`config.mk`:
```
export PLATFORM = sky130hd
export DESIGN_NAME = ptr_read_target
export DESIGN_NICKNAME = d
export VERILOG_FILES = /design/src/rtl/ptr_read_target.sv
export SDC_FILE = /design/constraint.sdc
export NUM_CORES = 1
export LEC_CHECK = 0
export BUFFER_PORTS_ARGS = -buffer_cell sky130_fd_sc_hd__buf_2
export CAP_MARGIN = 20
export CORE_MARGIN = 2
export CORE_UTILIZATION = 33
export CTS_BUF_LIST = sky130_fd_sc_hd__clkbuf_4 sky130_fd_sc_hd__clkbuf_8
export CTS_CLUSTER_SIZE = 30
export DETAILED_ROUTE_END_ITERATION = 8
export GPL_TIMING_DRIVEN = 1
export HOLD_SLACK_MARGIN = 0.05
export PLACE_DENSITY = 0.51
export SYNTH_ARGS = -nofsm -noshare
export SYNTH_HDL_FRONTEND = slang
export SYNTH_SLANG_ARGS = --single-unit
```
`constraint.sdc`:
```
create_clock -name clk -period 5.15 [get_ports clk]
set_clock_uncertainty 0.15 [all_clocks]
set_input_delay 0.515 -clock clk [delete_from_list [all_inputs] [get_ports clk]]
set_output_delay 0.515 -clock clk [all_outputs]
set_load 0.005 [all_outputs]
```
`src/rtl/ptr_read_target.sv`:
```
module ptr_read_target #(
  parameter int AW = 32,
  parameter int DW = 32,
  parameter int FIRST_LIM = 16,
  parameter int NEXT_LIM = 8
) (
  input  logic          clk,
  input  logic          rst_n,
  input  logic          frame,
  input  logic          irdy,
  input  logic          rd_cmd,
  input  logic [AW-1:0] addr,
  input  logic          region_hit,
  input  logic          opreg_hit,
  input  logic [DW-1:0] opreg_data,
  input  logic          prefetch_en,
  input  logic          flush_en,
  input  logic          be_busy_wr,
  output logic          trdy,
  output logic          stop,
  output logic          devsel,
  output logic [DW-1:0] rdata,
  output logic          be_req,
  output logic [AW-1:0] be_addr,
  input  logic          be_ack,
  input  logic [DW-1:0] be_data
);
  localparam int LMAX = (FIRST_LIM > NEXT_LIM) ? FIRST_LIM : NEXT_LIM;
  localparam int CW = $clog2(LMAX + 1);
  localparam logic [CW-1:0] FIRST_END = CW'(FIRST_LIM - 1);
  localparam logic [CW-1:0] NEXT_END = CW'(NEXT_LIM - 1);
  localparam logic [AW-1:0] STEP = AW'(4);

  typedef enum logic [1:0] {S_IDLE, S_DATA, S_RTY, S_OPR} st_t;

  st_t           st;
  logic [AW-1:0] cur_addr, pend_addr;
  logic [DW-1:0] buf_data;
  logic          req_out, drop, buf_valid, first;
  logic [CW-1:0] cnt;

  wire locked  = req_out || buf_valid;
  wire start   = (st == S_IDLE) && frame && rd_cmd;
  wire refuse  = be_busy_wr || drop || (locked && addr != pend_addr);
  wire hit     = buf_valid && (pend_addr == cur_addr);
  wire lim_hit = cnt == (first ? FIRST_END : NEXT_END);
  wire tmo     = (st == S_DATA) && irdy && !hit && lim_hit;

  assign trdy   = ((st == S_DATA) && irdy && hit) || ((st == S_OPR) && irdy);
  assign stop   = (st == S_RTY) || tmo ||
                  (trdy && frame && ((st == S_OPR) || !prefetch_en));
  assign devsel = st != S_IDLE;
  assign rdata  = (st == S_OPR) ? opreg_data : buf_data;
  assign be_req = req_out;
  assign be_addr = pend_addr;

  always_ff @(posedge clk or negedge rst_n) begin
    if (!rst_n) begin
      st        <= S_IDLE;
      cur_addr  <= '0;
      pend_addr <= '0;
      buf_data  <= '0;
      req_out   <= 1'b0;
      drop      <= 1'b0;
      buf_valid <= 1'b0;
      first     <= 1'b0;
      cnt       <= '0;
    end else begin
      if (be_ack && req_out) begin
        req_out <= 1'b0;
        if (drop) drop <= 1'b0;
        else begin
          buf_valid <= 1'b1;
          buf_data  <= be_data;
        end
      end
      case (st)
        S_IDLE: begin
          cnt <= '0;
          if (start) begin
            if (opreg_hit) st <= S_OPR;
            else if (region_hit) begin
              if (refuse) st <= S_RTY;
              else begin
                st       <= S_DATA;
                cur_addr <= addr;
                first    <= 1'b1;
                if (!locked) begin
                  req_out   <= 1'b1;
                  pend_addr <= addr;
                end
              end
            end
          end
        end
        S_DATA: begin
          if (trdy) begin
            buf_valid <= 1'b0;
            cnt       <= '0;
            first     <= 1'b0;
            cur_addr  <= cur_addr + STEP;
            if (frame && prefetch_en) begin
              req_out   <= 1'b1;
              pend_addr <= cur_addr + STEP;
            end else st <= S_IDLE;
          end else if (tmo) begin
            st  <= S_IDLE;
            cnt <= '0;
            if (!first && flush_en) begin
              if (be_ack) buf_valid <= 1'b0;
              else drop <= req_out;
            end
          end else if (!frame && !irdy) begin
            st  <= S_IDLE;
            cnt <= '0;
          end else if (irdy) cnt <= cnt + CW'(1);
        end
        S_RTY: st <= S_IDLE;
        S_OPR: if (irdy || !frame) st <= S_IDLE;
        default: st <= S_IDLE;
      endcase
    end
  end
endmodule


```
==> impl_metrics.py <==
metrics = {
    "worst_setup_path": {
        "slowest_delay_ns": 0.62,
        "path_cells": "xor2_1 -> or4_1 -> or4b_4 -> or4_1 -> o311ai_0 -> buf_2",
        "r2r_start": "cur_addr[5]",
        "crit_top_cell": "or4_1",
        "crit_slowest_cell": "or4_1",
        "r2r-end": "be_addr[18]",
        "crit_end": "stop",
        "crit_type": "flip-flop to primary output",
        "startpoint_type": "flip-flop",
        "crit_fanout": 6,
        "endpoint_kind": "primary output",
        "critPathLaunch": "cur_addr[5]",
        "r2r_setup_slack_ns": 1.56,
        "required_ns": 4.49,
        "crit_arrival_ns": 3.23,
        "reg2regPathDepth": 8,
    },
    "sta": {
        "setup_viol": 0,
        "hold_violations": 0,
        "period_minus_slack_ns": 3.899,
        "max_slew_margin": 0.3968,
        "worst_pin_slew_ns": 0.9049,
        "timing.hold.ws_ns": 0.04584,
        "tns_ns": 0,
        "max_freq_mhz": 256.5,
        "final_max_slew_viol_count": 0,
        "fin_crit_sh": 0.7570,
        "rsz0062_at_grt": "no",
    },
    "yosys": {
        "synth_edf_count": 0,
        "synthesis.nets": 730,
        "ys_warn_count": 0,
        "async_flop_share": 1.000,
        "synth-seq-cells": 107,
        "synthFlopType": "dfrtp_1",
        "netlist_instances": 621,
        "ys_top_cells_by_area": "dfrtp_1 41%, mux2_2 15%, mux2_4 6.6%, xor2_1 6.1%, xnor2_1 5.7%",
        "avgSynthCellArea_um2": 10.56,
        "ys_types": 46,
        "seq_area_frac_synth": 0.4082,
        "syn-cell-area_mm2": 0.006559,
        "synth_top_area_cell": "dfrtp_1",
        "yosysTopAreaCellShare": 0.4082,
    },
    "drt": {
        "wire_per_inst_um": 18.11,
        "ant_nets": 0,
        "vias": 5318,
        "drc": 0,
        "via_per_inst": 5.060,
        "dr.pass1.iters": 7,
        "drt_wl_total_mm": 19.04,
        "drt_iter0_drc": 356,
    },
    "power": {
        "p_int_mw": 2.230,
        "seqPwrFrac": 0.423,
        "p_leak_nw": 3.769,
        "p_comb_frac": 0.432,
        "ir_drop_uv": 204.1,
        "p_switching_mw": 1.527,
        "sw_frac_of_total": 0.4065,
        "p_clk_frac": 0.146,
        "p_per_area_mw_per_mm2": 474.9,
    },
    "cells_and_area": {
        "syn2layout_area_growth_pct": 20.62,
        "final-seq-area_mm2": 0.002678,
        "drive_gt1_frac": 0.4153,
        "final_nets": 889,
        "fillers": 1939,
        "multi_input_area_mm2": 0.003706,
    },
    "cts": {
        "h-tree-depth": 3,
        "cts_max_path_buffers": 2,
        "clkLatencyLatePin_ns": 0.40,
        "cts_resized": 0,
        "clockRootBuffer": "clkbuf_8",
        "clock-sinks": 107,
        "cts_tree": "done",
        "path_clk_slew_ns": 0.11,
        "ctsHoldBuffers": 0,
        "cts_buffers": 9,
        "cts_setup_buffers": 0,
    },
    "grt": {
        "grt_pass1_wl_mm": 30.51,
        "antenna_found_initial": 1,
        "overflow": 0,
        "grt_start_max_net_pins": 66,
        "first_global_vias": 5498,
        "grt_usage": 0.1820,
    },
    "die": {
        "dieArea_mm2": 0.02102,
        "die_h_um": 145.0,
        "initial_utilization": 0.3370,
        "io-pin-count": 175,
        "die_w_um": 145.0,
        "rows": 51,
        "fp.coreArea_mm2": 0.01946,
    },
    "run_status": {
        "status": "completed",
    },
    "placement": {
        "port_buffers": 174,
        "place_congestion": 0.8541,
        "hpwlAfterDp_mm": 14.35,
    },
    "flow_run": {
        "drv_cap": 0,
    },
    "min_path": {
        "hold_path_class": "primary input to async pin",
    },
}
registers in the layout, indices dropped and copies added, names as in the netlist:
name and flops:
cur_addr 32, buf_data 32, cnt 5, first 1
be_addr 32, st 2, be_req 1, drop 1
buf_valid 1
logic make-up after synthesis:
kind of cell | share of synthesized area
AND/OR/NAND/NOR | 0.1484
multiplexers | 0.2209
flip-flops | 0.4082
XOR/XNOR | 0.1188
AO/OA/AOI/OAI | 0.06982
buffers and inverters | 0.02995
adder cells (fa/ha/maj) | 0.003815
per-layer routing:
metal | part of all wire | routed length, µm | up-vias | track usage
met5 | 0 | 0 | - | 0
met4 | 0.016 | 308 | 0 | 0.05000
met3 | 0.055 | 1050 | 19 | 0.03333
met2 | 0.48 | 9089 | 180 | 0.3074
met1 | 0.45 | 8589 | 2591 | 0.2397
li1 | - | - | 2528 | -
critical path: cells and delay by family, from the launching register on:
family / cells / cell delay, ns
xor gates and xnor gates: 1 / 0.20
and+or+nand+nor: 3 / 1.71
buffers and inverters: 1 / 0.18
AOI/OAI and AO/OA: 1 / 0.29
DFF: 1 / 0.46
worst min path at each step:
stage,startpoint,to,slack (ns)
2_1_floorplan,rst_n,be_addr[0],0.07
3_3_place_gp,buf_data[7],buf_data[7],0.34
3_5_place_dp,buf_data[27],buf_data[27],0.34
4_1_cts,rst_n,buf_data[25],0.11
5_1_grt,rst_n,buf_data[25],0.12
6_report,rst_n,buf_data[25],0.05
layout make-up:
| class | count | area share |
|---|---|---|
| repair buffers | 183 | 0.1210 |
| multi-input cells | 470 | 0.4684 |
| clock buffers | 9 | 0.01566 |
| diodes | 1 | 0.0003163 |
| flip-flops and latches | 107 | 0.3384 |
| inverters | 9 | 0.004270 |
| clock inverters | 7 | 0.009964 |
| well taps | 265 | 0.04191 |
per-stage QoR:
| stage | total power, mW | instance area (µm²) | worst slack [ns] | instances | util |
|---|---|---|---|---|---|
| after floorplan | 2.580 | 6559 | 1.985 | 621 | - |
| after detailed placement | 3.230 | 7695 | 1.572 | 1033 | 0.3954 |
| after global placement | 3.189 | 7695 | 1.638 | 1033 | 0.3954 |
| after CTS | 3.793 | 7898 | 1.241 | 1049 | 0.4058 |
| final | 3.757 | 7911 | 1.251 | 1051 | 0.4065 |
| after global routing | 4.038 | 7911 | 1.070 | 1051 | 0.4065 |
cell usage after synthesis (all sizes together) (2+ instances only):
cell type / count
mux2: 119
dfrtp: 107
nand2: 55
xor2: 46
xnor2: 43
o21ai: 27
clkbuf: 26
nand4: 23
nor2: 23
nand3: 22
a21oi: 16
nor3: 14
nor4: 12
nor2b: 10
buf: 9
inv: 9
o22a: 8
and3: 6
nand2b: 6
or4: 6
and2: 4
a31oi: 3
a21o: 2
a41oi: 2
and4: 2
ha: 2
nand3b: 2
o211ai: 2
o311ai: 2
o31ai: 2
or3: 2
cell usage in the layout (no fill, tap or decap), types with 3 or more instances in the layout:
cell / count
a21oi_1: 16
clkbuf_8: 9
a31oi_1: 3
nor2_1: 22
inv_6: 3
buf_2: 173
or4_1: 6
o21ai_0: 27
nand2_1: 55
nor3_1: 13
mux2_2: 90
mux2_4: 29
o22a_1: 8
nand4_1: 23
nor2b_1: 9
xnor2_1: 43
and2_1: 3
and3_1: 6
nor4_1: 11
nand3_1: 22
buf_4: 8
xor2_1: 46
nand2b_1: 5
inv_1: 9
dfrtp_1: 107
power by group through the flow:
stage               Combinational [mW]  Clock (mW)  Sequential [mW]
finish                            1.62       0.547             1.59
CTS                               1.64       0.568             1.59
floorplan                         1.13           0             1.45
detailed placement                1.63           0             1.60
global route                      1.79       0.602             1.65
global placement                  1.61           0             1.58
(Power assumes the default switching activity.)
